## src/rtl/op2_pkg.sv

```systemverilog
package op2_pkg;

  localparam int DATA_W  = 32;
  localparam int IMM_W   = 8;
  localparam int ROT_W   = 4;
  localparam int SHAMT_W = 5;
  localparam int IDX_W   = 4;
  localparam int FIELD_W = IMM_W + ROT_W;

  typedef enum logic {
    SH_LEFT  = 1'b0,
    SH_RIGHT = 1'b1
  } sh_kind_e;

  typedef struct packed {
    logic              carry;
    logic [DATA_W-1:0] value;
  } op2_res_t;

endpackage

```

## src/rtl/op2_rotimm.sv

```systemverilog
module op2_rotimm #(
  parameter int XLEN  = op2_pkg::DATA_W,
  parameter int IMM_W = op2_pkg::IMM_W,
  parameter int ROT_W = op2_pkg::ROT_W
) (
  input  logic [IMM_W-1:0] imm_byte,
  input  logic [ROT_W-1:0] rot_cnt,
  input  logic             carry_in,
  output logic [XLEN-1:0]  value,
  output logic             carry_out
);

  localparam int AMT_W = ROT_W + 1;

  logic [AMT_W-1:0]  distance;
  logic [XLEN-1:0]   widened;
  logic [2*XLEN-1:0] doubled;

  always_comb begin
    distance  = {rot_cnt, 1'b0};
    widened   = XLEN'(imm_byte);
    doubled   = {widened, widened} >> distance;
    value     = doubled[XLEN-1:0];
    carry_out = (rot_cnt == '0) ? carry_in : doubled[XLEN-1];
  end

endmodule

```

## src/rtl/op2_shift.sv

```systemverilog
module op2_shift #(
  parameter int XLEN    = op2_pkg::DATA_W,
  parameter int SHAMT_W = op2_pkg::SHAMT_W
) (
  input  logic [XLEN-1:0]    src,
  input  logic [SHAMT_W-1:0] amount,
  input  op2_pkg::sh_kind_e  kind,
  input  logic               carry_in,
  output logic [XLEN-1:0]    value,
  output logic               carry_out
);

  logic [XLEN:0] left_ext;
  logic [XLEN:0] right_ext;
  logic          amt_zero;

  always_comb begin
    amt_zero  = (amount == '0);
    left_ext  = {1'b0, src} << amount;
    right_ext = {src, 1'b0} >> amount;
    if (kind == op2_pkg::SH_LEFT) begin
      value     = left_ext[XLEN-1:0];
      carry_out = amt_zero ? carry_in : left_ext[XLEN];
    end else if (amt_zero) begin
      value     = '0;
      carry_out = src[XLEN-1];
    end else begin
      value     = right_ext[XLEN:1];
      carry_out = right_ext[0];
    end
  end

endmodule

```

## src/rtl/op2_stage.sv

```systemverilog
module op2_stage #(
  parameter int WIDTH = op2_pkg::DATA_W + 1
) (
  input  logic             clk,
  input  logic             rst_n,
  input  logic             in_valid,
  output logic             in_ready,
  input  logic [WIDTH-1:0] in_data,
  output logic             out_valid,
  input  logic             out_ready,
  output logic [WIDTH-1:0] out_data
);

  logic             held;
  logic [WIDTH-1:0] slot;

  assign in_ready  = !held || out_ready;
  assign out_valid = held;
  assign out_data  = slot;

  always_ff @(posedge clk) begin
    if (!rst_n) begin
      held <= 1'b0;
      slot <= '0;
    end else if (in_valid && in_ready) begin
      held <= 1'b1;
      slot <= in_data;
    end else if (out_ready) begin
      held <= 1'b0;
    end
  end

endmodule

```

## src/rtl/op2_gen.sv

```systemverilog
module op2_gen
  import op2_pkg::*;
#(
  parameter int XLEN = op2_pkg::DATA_W
) (
  input  logic               clk,
  input  logic               rst_n,
  input  logic               in_valid,
  output logic               in_ready,
  input  logic               in_imm,
  input  logic [FIELD_W-1:0] in_field,
  input  logic [XLEN-1:0]    in_rm_val,
  input  logic               in_carry,
  output logic [IDX_W-1:0]   rm_index,
  output logic               out_valid,
  input  logic               out_ready,
  output logic [XLEN-1:0]    out_operand,
  output logic               out_carry
);

  localparam int AMT_LSB  = FIELD_W - SHAMT_W;
  localparam int KIND_BIT = AMT_LSB - 2;
  localparam int RES_W    = XLEN + 1;

  logic [SHAMT_W-1:0] sh_amount;
  sh_kind_e           sh_kind;
  logic [XLEN-1:0]    rot_value, shf_value;
  logic               rot_carry, shf_carry;
  logic [RES_W-1:0]   next_res, held_res;
  logic               unused_field_bits;

  assign sh_amount         = in_field[FIELD_W-1 -: SHAMT_W];
  assign sh_kind           = sh_kind_e'(in_field[KIND_BIT]);
  assign rm_index          = in_field[IDX_W-1:0];
  assign unused_field_bits = in_field[AMT_LSB-1] ^ in_field[IDX_W];

  op2_rotimm #(.XLEN(XLEN), .IMM_W(IMM_W), .ROT_W(ROT_W)) u_rot (
    .imm_byte  (in_field[IMM_W-1:0]),
    .rot_cnt   (in_field[FIELD_W-1 -: ROT_W]),
    .carry_in  (in_carry),
    .value     (rot_value),
    .carry_out (rot_carry)
  );

  op2_shift #(.XLEN(XLEN), .SHAMT_W(SHAMT_W)) u_shf (
    .src       (in_rm_val),
    .amount    (sh_amount),
    .kind      (sh_kind),
    .carry_in  (in_carry),
    .value     (shf_value),
    .carry_out (shf_carry)
  );

  assign next_res = in_imm ? {rot_carry, rot_value} : {shf_carry, shf_value};

  op2_stage #(.WIDTH(RES_W)) u_stage (
    .clk       (clk),
    .rst_n     (rst_n),
    .in_valid  (in_valid),
    .in_ready  (in_ready),
    .in_data   (next_res),
    .out_valid (out_valid),
    .out_ready (out_ready),
    .out_data  (held_res)
  );

  assign out_operand = held_res[XLEN-1:0];
  assign out_carry   = held_res[XLEN];

  assert_accept_R9: assert property (@(posedge clk) disable iff (!rst_n)
    in_valid && in_ready |=> out_valid);

  assert_hold_R10: assert property (@(posedge clk) disable iff (!rst_n)
    out_valid && !out_ready |=> out_valid && $stable(out_operand) && $stable(out_carry));

  assert_rot_popcount_R2: assert property (@(posedge clk) disable iff (!rst_n)
    in_valid && in_imm |-> $countones(rot_value) == $countones(in_field[IMM_W-1:0]));

  assert_rot_zero_carry_R3: assert property (@(posedge clk) disable iff (!rst_n)
    in_valid && in_imm && in_field[FIELD_W-1 -: ROT_W] == '0
      |-> rot_carry == in_carry && rot_value == XLEN'(in_field[IMM_W-1:0]));

  assert_left_low_zero_R4: assert property (@(posedge clk) disable iff (!rst_n)
    in_valid && !in_imm && !in_field[KIND_BIT]
      |-> (shf_value & ((XLEN'(1) << sh_amount) - XLEN'(1))) == '0);

  assert_right32_R7: assert property (@(posedge clk) disable iff (!rst_n)
    in_valid && !in_imm && in_field[KIND_BIT] && sh_amount == '0
      |-> shf_value == '0 && shf_carry == in_rm_val[XLEN-1]);

endmodule

```

## config.mk

```make
export PLATFORM = sky130hd
export DESIGN_NAME = op2_gen
export DESIGN_NICKNAME = d
export VERILOG_FILES = /design/src/rtl/op2_pkg.sv /design/src/rtl/op2_rotimm.sv /design/src/rtl/op2_shift.sv /design/src/rtl/op2_stage.sv /design/src/rtl/op2_gen.sv
export SDC_FILE = /design/constraint.sdc
export NUM_CORES = 1
export LEC_CHECK = 0
export ABC_AREA = 1
export BUFFER_PORTS_ARGS = -buffer_cell sky130_fd_sc_hd__buf_2
export CORE_ASPECT_RATIO = 2
export CORE_MARGIN = 10
export CORE_UTILIZATION = 53
export DETAILED_ROUTE_END_ITERATION = 6
export PLACE_DENSITY = 0.87
export SYNTH_ARGS = -nofsm -noshare
export SYNTH_HDL_FRONTEND = slang
export SYNTH_SLANG_ARGS = --single-unit
```

## constraint.sdc

```tcl
create_clock -name clk -period 1.4 [get_ports clk]
set_input_delay 0.14 -clock clk [delete_from_list [all_inputs] [get_ports clk]]
set_output_delay 0.14 -clock clk [all_outputs]
set_load 0.005 [all_outputs]
```

Yosys cells after proc, flatten, opt, wreduce, memory -nomap -nowiden
Index checks and enable logic that the tools add are counted.
{"block": "classes", "n_reduce_logical": 6, "n_shift": 3, "mux": 9}
{"operator": "$mux 32", "count": 2}
{"operator": "$shr 40x5->32", "count": 1}
{"operator": "$mux 33", "count": 1}
{"operator": "$shl 32x5->33", "count": 1}
{"operator": "$shr 33x5->33", "count": 1}
{"operator": "$mux 1", "count": 6}
{"operator": "$logic_not 5->1", "count": 1}
{"operator": "$logic_not 4->1", "count": 1}
{"operator": "$reduce_bool 2->1", "count": 1}
{"operator": "$logic_and 1x1->1", "count": 1}
{"operator": "$logic_not 1->1", "count": 1}
{"operator": "$logic_or 1x1->1", "count": 1}
{"block": "totals", "reg_bits": 34, "output_inout_bits": 39, "in_bits": 50}

Depth between registers and ports, before layout
{"block": "depth", "word_depth": 4, "depth_mapped": 15}

Hierarchy
Synthesis repeated with hierarchy kept, for this count alone.
{"block": "hier_totals", "cells_unflattened": 1158, "hier_area_um2": 5952.0}
{"mod": "op2_shift", "cells_per_inst": 687, "seq_area_each_um2": 0.0, "n_inst": 1, "area_each_um2": 3315.7}
{"mod": "op2_stage", "cells_per_inst": 221, "seq_area_each_um2": 680.7, "n_inst": 1, "area_each_um2": 1508.9}
{"mod": "op2_rotimm", "cells_per_inst": 139, "seq_area_each_um2": 0.0, "n_inst": 1, "area_each_um2": 618.1}
{"mod": "op2_gen", "cells_per_inst": 111, "seq_area_each_um2": 0.0, "n_inst": 1, "area_each_um2": 509.2}

Worst setup path after synthesis
OpenSTA, ideal clock, no wires.
{"block": "synth_timing", "path_type": "register to register", "from": "register u_stage.held, in the netlist u_stage.out_valid", "to": "register u_stage.slot[18], in the netlist u_stage.out_data[18]", "stages_incl_launch_ff": 8, "setup_slack_ns": 0.017, "t_arrival_ns": 1.266, "path_cell_list": "dfxtp_1 -> nand2_1 -> nand2_1 -> inv_1 -> clkbuf_1 -> o221ai_1 -> a21oi_1 -> nor2_1"}
{"block": "synth_via", "elab_chain_len": 3}
{"item": "start, declared", "line": "op2_stage.sv:14", "rtl": "logic held;"}
{"item": "start signal, assigned", "line": "op2_stage.sv:23", "rtl": "held <= 1'b0;"}
{"item": "start signal, assigned", "line": "op2_stage.sv:26", "rtl": "held <= 1'b1;"}
{"item": "start signal, assigned", "line": "op2_stage.sv:29", "rtl": "held <= 1'b0;"}
{"item": "$logic_not 1->1", "line": "op2_stage.sv:17", "rtl": "assign in_ready = !held || out_ready;"}
{"item": "$logic_or 1x1->1", "line": "op2_stage.sv:17"}
{"item": "net in_ready", "line": "op2_gen.sv:9", "rtl": "output logic in_ready,"}
{"item": "$logic_and 1x1->1", "line": "op2_stage.sv:25", "rtl": "end else if (in_valid && in_ready) begin"}
{"item": "end signal, assigned", "line": "op2_stage.sv:27", "rtl": "slot <= in_data;"}
{"item": "end, declared", "line": "op2_stage.sv:15", "rtl": "logic [WIDTH-1:0] slot;"}
The timed path passes the listed nets, and every way through them passes these cells.
A chain may end at the register's enable or synchronous reset.

Worst setup path after layout
{"block": "layout_timing", "from": "input port in_field[9]", "to": "register u_stage.slot[12], in the netlist u_stage.out_data[12]"}
{"block": "layout_via", "elab_chain_len": 4, "elab_cells_between_ends": 7}
{"item": "start, declared", "line": "op2_gen.sv:11", "rtl": "input logic [FIELD_W-1:0] in_field,"}
{"item": "$shr 33x5->33 / $logic_not 5->1 (equally long branches)", "line": "op2_shift.sv:20, op2_shift.sv:18"}
{"item": "$mux 32", "line": "op2_shift.sv:24", "rtl": "end else if (amt_zero) begin"}
{"item": "$mux 32", "line": "op2_shift.sv:21", "rtl": "if (kind == op2_pkg::SH_LEFT) begin"}
{"item": "$mux 33 *", "line": "op2_gen.sv:54", "rtl": "assign next_res = in_imm ? {rot_carry, rot_value} : {shf_carry, shf_value};"}
Mark *: on every way between the ends. The rest lies on a longest branch, timed or not.

==> run summary <==
The flow ran to the end, but the final reports show violations. The checks that failed: design-rule violations, negative setup slack. The final routed wire length divided by cell count is 22.4 um. After synthesis, the largest family of logic cells by area is simple AND/OR/NAND/NOR gates.

The run gives 0 as the number of max-cap violations. Clock-pin slew was measured on the worst setup and hold paths at 0.05 ns. The total DRC errors in the routed layout came out at 9. Setup repair after global routing could not meet its margin everywhere.

Summed over all instances, the cell type with the most area after synthesis is nand3_1. The maximum number of pins on one net before global-route repair was 51. The largest incremental delay on the critical path works out to 0.25 ns. STA classifies the critical path endpoint as a flip-flop. Summing all multi-input logic gate instances after layout gives 4110 um2. For the pin with the worst max-slew slack, the measured transition is 0.474 ns. The finished layout holds 1217 standard cells, fillers aside. After the first detailed-routing iteration, the DRC count stood at 1299. The total power came out at 4.61 mW. Summing the areas of all compound-gate instances in the mapped netlist gives 17.9% of the synthesized area. The share of the Yosys chip area taken by registers is 13.4%. The number of synthesized register bits is 34, and the number of CTS-inserted buffers is 5. Synthesis instantiated 34 different standard cells from the library.

The final routed wirelength across all metal layers was 27200 um; the worst slew margin relative to its limit was 68.4%. After detailed placement, the design holds a cell count of 1199. The share of total power dissipated in the clock network is 22.7%. The sequential cells in the finished layout cover a total of 681 um2.

The leakage power was 3.41 nW. The critical path contains buffers and inverters numbering 4 combined. For the final database, setup skew stands at 0.00221 ns. The logs give 40100 um for the wire length of the first global-routing pass and 954 for the synthesized netlist cell count. The final route contains 8344 vias. Summing the areas of all fa, ha and maj instances in the mapped netlist gives 0% of the synthesized area. Cells with a size suffix above 1 make up 28.5% of the layout. Summed over its instances, the top area cell type makes up 32.1% of the synthesized netlist area. The tools report the clock insertion delay at the later pin of the skew report as 0.28 ns.

For the maximum level of the CTS H-tree, the log shows 2. The final critical-path required period is 1.41 ns. The total inserted antenna cells came out at 0. The combinational cell fraction of total power came out at 53.9%. The post-synth net total was 1004. After layout, the worst path uses 101% of the clock period.

The number of primary I/O pins was 89. In this run the worst path has a maximum fanout of 50. In this run the cell area measured after placement is 6370 um2. Final number of setup-violating endpoints: 1. Buffers placed on the I/O ports in this run total 88.

During synthesis, Yosys emitted a total of 0 warnings. Among cell families on the critical path, the largest total delay comes from buffers and inverters. The synthesized netlist devotes 57.9% of its cell area to simple gates.

Prior to clock tree synthesis, the placed netlist has a worst setup slack of -0.307 ns. STA classifies the critical path startpoint as an input pin. The logs give 1.99 mW for the total net switching power and 7747 for the number of global-route vias before repair. Cell with the largest stage delay on the worst path: buf_12. Dividing total power by cell area gives a power density of 659 nW/um2. The total area inside the core boundary comes to 9380 um2. The ratio of routed vias to standard cells came out at 6.86. The wire-length estimate of the detail-placed layout is 19500 um.

The final-layout fill cell count is 836. The die is 159 um tall. After global routing the overflow that remains totals 0. The number of pins with negative max-slew slack in the final report is 0. The area growth from synthesis to layout is 37.6%.

In this run the horizontal extent of the chip is 89.3 um. The area share of xor/xnor cells in the synthesized design was 0%. Averaged over all synthesized cells, the footprint is 5.33 um2.

Across the VDD grid, the largest voltage drop is 0.000532 V. At the end of routability-driven placement, the weighted congestion stood at 1.21. The logs give 0 for the number of antenna violations at the first check in global routing and 0 for the number of hold-slack violations in the final timing report. No sink is reached through more buffers than the 2 on the longest clock path. TritonCTS built the clock tree. The final layout contains 1163 nets. The cell area that synthesis handed to floorplanning was 5080 um2. The run gives 1.59 ns as the required time at the endpoint of the critical path. Sequential fraction of design power: 23.4%. Ranked by total cell area, the synthesized netlist is headed by nand3_1 32%, nand2_1 19%, dfxtp_1 13%. The internal power of the cells totals 2.63 mW.

The classification of the worst setup path is input pin to flip-flop. The worst min-delay path category was input pin to flip-flop. The logs give 54.2% for the starting density of the core and 0 for the number of nets with antenna violations after detailed routing.

For the area of all placed cells without fillers, the log shows 7000 um2. The post-route worst setup slack was -0.00831 ns. Clock tree synthesis selected as its root buffer the cell clkbuf_16. The global router's overall resource usage is 36.4%. Traced cell by cell, the critical path runs through buf_2, inv_2, buf_12, buf_4, nand4_1, a21oi_1, nand3_1, nand2_1, nand2_1, a21oi_1. Mux share of post-synthesis cell area: 0.197%. Net switching is 43.1% of the power. The pre-antenna-repair detailed-routing pass consisted of 7 iterations.

Derived from the worst setup path, the maximum achievable clock frequency is 710 MHz. CTS saw 34 sinks. The critical path data arrival time was 1.60 ns. For the die area, the log shows 14100 um2. The row count came out at 50.
synthesized netlist by cell type (all sizes together):
library cell	count
mux2i	1
a221oi	2
and2	8
o211ai	21
nand4	6
buf	52
o21ai	54
a211oi	4
o22ai	2
a31oi	11
or2	1
clkbuf	23
inv	33
a21oi	62
nand2	265
o221ai	4
nor2	42
dfxtp	34
nor3	1
o21a	1
nand3	327
per-layer routing:
layer	vias up	global-route usage (%)	part of all wire [%]
li1	3658	-	-
met1	3569	38.7	31
met2	828	57.6	44
met3	289	8.19	12
met4	0	33.2	12
met5	-	0	0
worst min-delay path, cell delays in order:
cell	delay, ns
buf_2	0.08
inv_1	0.03
nand2_1	0.10
a21oi_1	0.08
flip-flops by register name, summed over array words and instances (netlist names):
register,count
u_stage.out_valid,1
u_stage.out_data,33
cells in the final DEF (no fill, tap or decap), types with 4 or more instances in the layout:
cell type / Yosys / final
nand3_1: 326 / 307
nand2_2: 5 / 24
nand4_1: 6 / 6
buf_6: 4 / 6
nor2_2: 1 / 4
buf_4: 11 / 114
a31oi_1: 11 / 11
inv_2: 2 / 7
clkbuf_16: 0 / 9
a211oi_1: 4 / 4
inv_1: 26 / 21
a21oi_1: 62 / 54
and2_1: 8 / 6
nand3_2: 1 / 20
o21ai_1: 11 / 12
nand2_4: 4 / 6
nand2_1: 256 / 235
dfxtp_1: 34 / 34
a21oi_2: 0 / 7
buf_2: 25 / 86
o211ai_1: 21 / 21
nor2_1: 40 / 35
buf_12: 0 / 14
o21ai_0: 43 / 40
through the flow:
| stage | hold slack, ns | util, % | TNS (ns) |
|---|---|---|---|
| 5_1_grt | 0.232 | 74.6 | -0.565 |
| 2_1_floorplan | 0.311 | - | 0 |
| 3_3_place_gp | 0.435 | 67.9 | -6.94 |
| 6_report | 0.208 | 74.6 | -0.00831 |
| 3_5_place_dp | 0.453 | 67.9 | -7.85 |
| 4_1_cts | 0.186 | 70.5 | -0.0434 |
power by group through the flow:
stage                     combinational (mW)  sequential (mW)  clock (mW)
after CTS                               2.21             1.08        1.04
after global routing                    2.65             1.09        1.10
final                                   2.49             1.08        1.05
after global placement                  2.14             1.10           0
after floorplan                         1.26             1.10           0
after detailed placement                2.15             1.10           0
kinds of logic (layout without fill, tap and decap cells):
family | count (synthesis) | in the layout
muxes | 1 | 1
AOI/OAI and AO/OA | 161 | 161
and+or+nand+nor | 650 | 650
DFF | 34 | 34
buffers and inverters | 108 | 267
worst paths after layout:
check,start,cells past startpoint,endpoint,slack [ns]
hold reg to reg,u_stage.out_data[22]$_SDFFE_PN0P_,2,u_stage.out_data[22]$_SDFFE_PN0P_,0.46
hold / removal,out_ready,4,u_stage.out_valid$_SDFFE_PN0P_,0.21
setup reg to reg,u_stage.out_valid$_SDFFE_PN0P_,7,u_stage.out_data[3]$_SDFFE_PN0P_,0.11
setup / recovery,in_field[9],10,u_stage.out_data[12]$_SDFFE_PN0P_,-0.008
final cells by class:
type	instances	share of cell area [%]
clock buffers	5	1.79
flip-flops and latches	34	9.73
clock inverters	2	0.143
repair inverters	2	0.250
multi-input cells	812	58.8
well taps	104	1.86
repair buffers	225	25.2
inverters	33	2.27
what timing repair did:
action | in CTS | in global routing
gates resized for setup | 25 | 66
pin swaps | 11 | 8
cloned | 1 | 6
setup endpoints to repair | 7 | 33
setup buffers | 0 | 4
hold buffers | 0 | 0
endpoints found under the hold margin | 0 | 0
(Power assumes the default switching activity.)
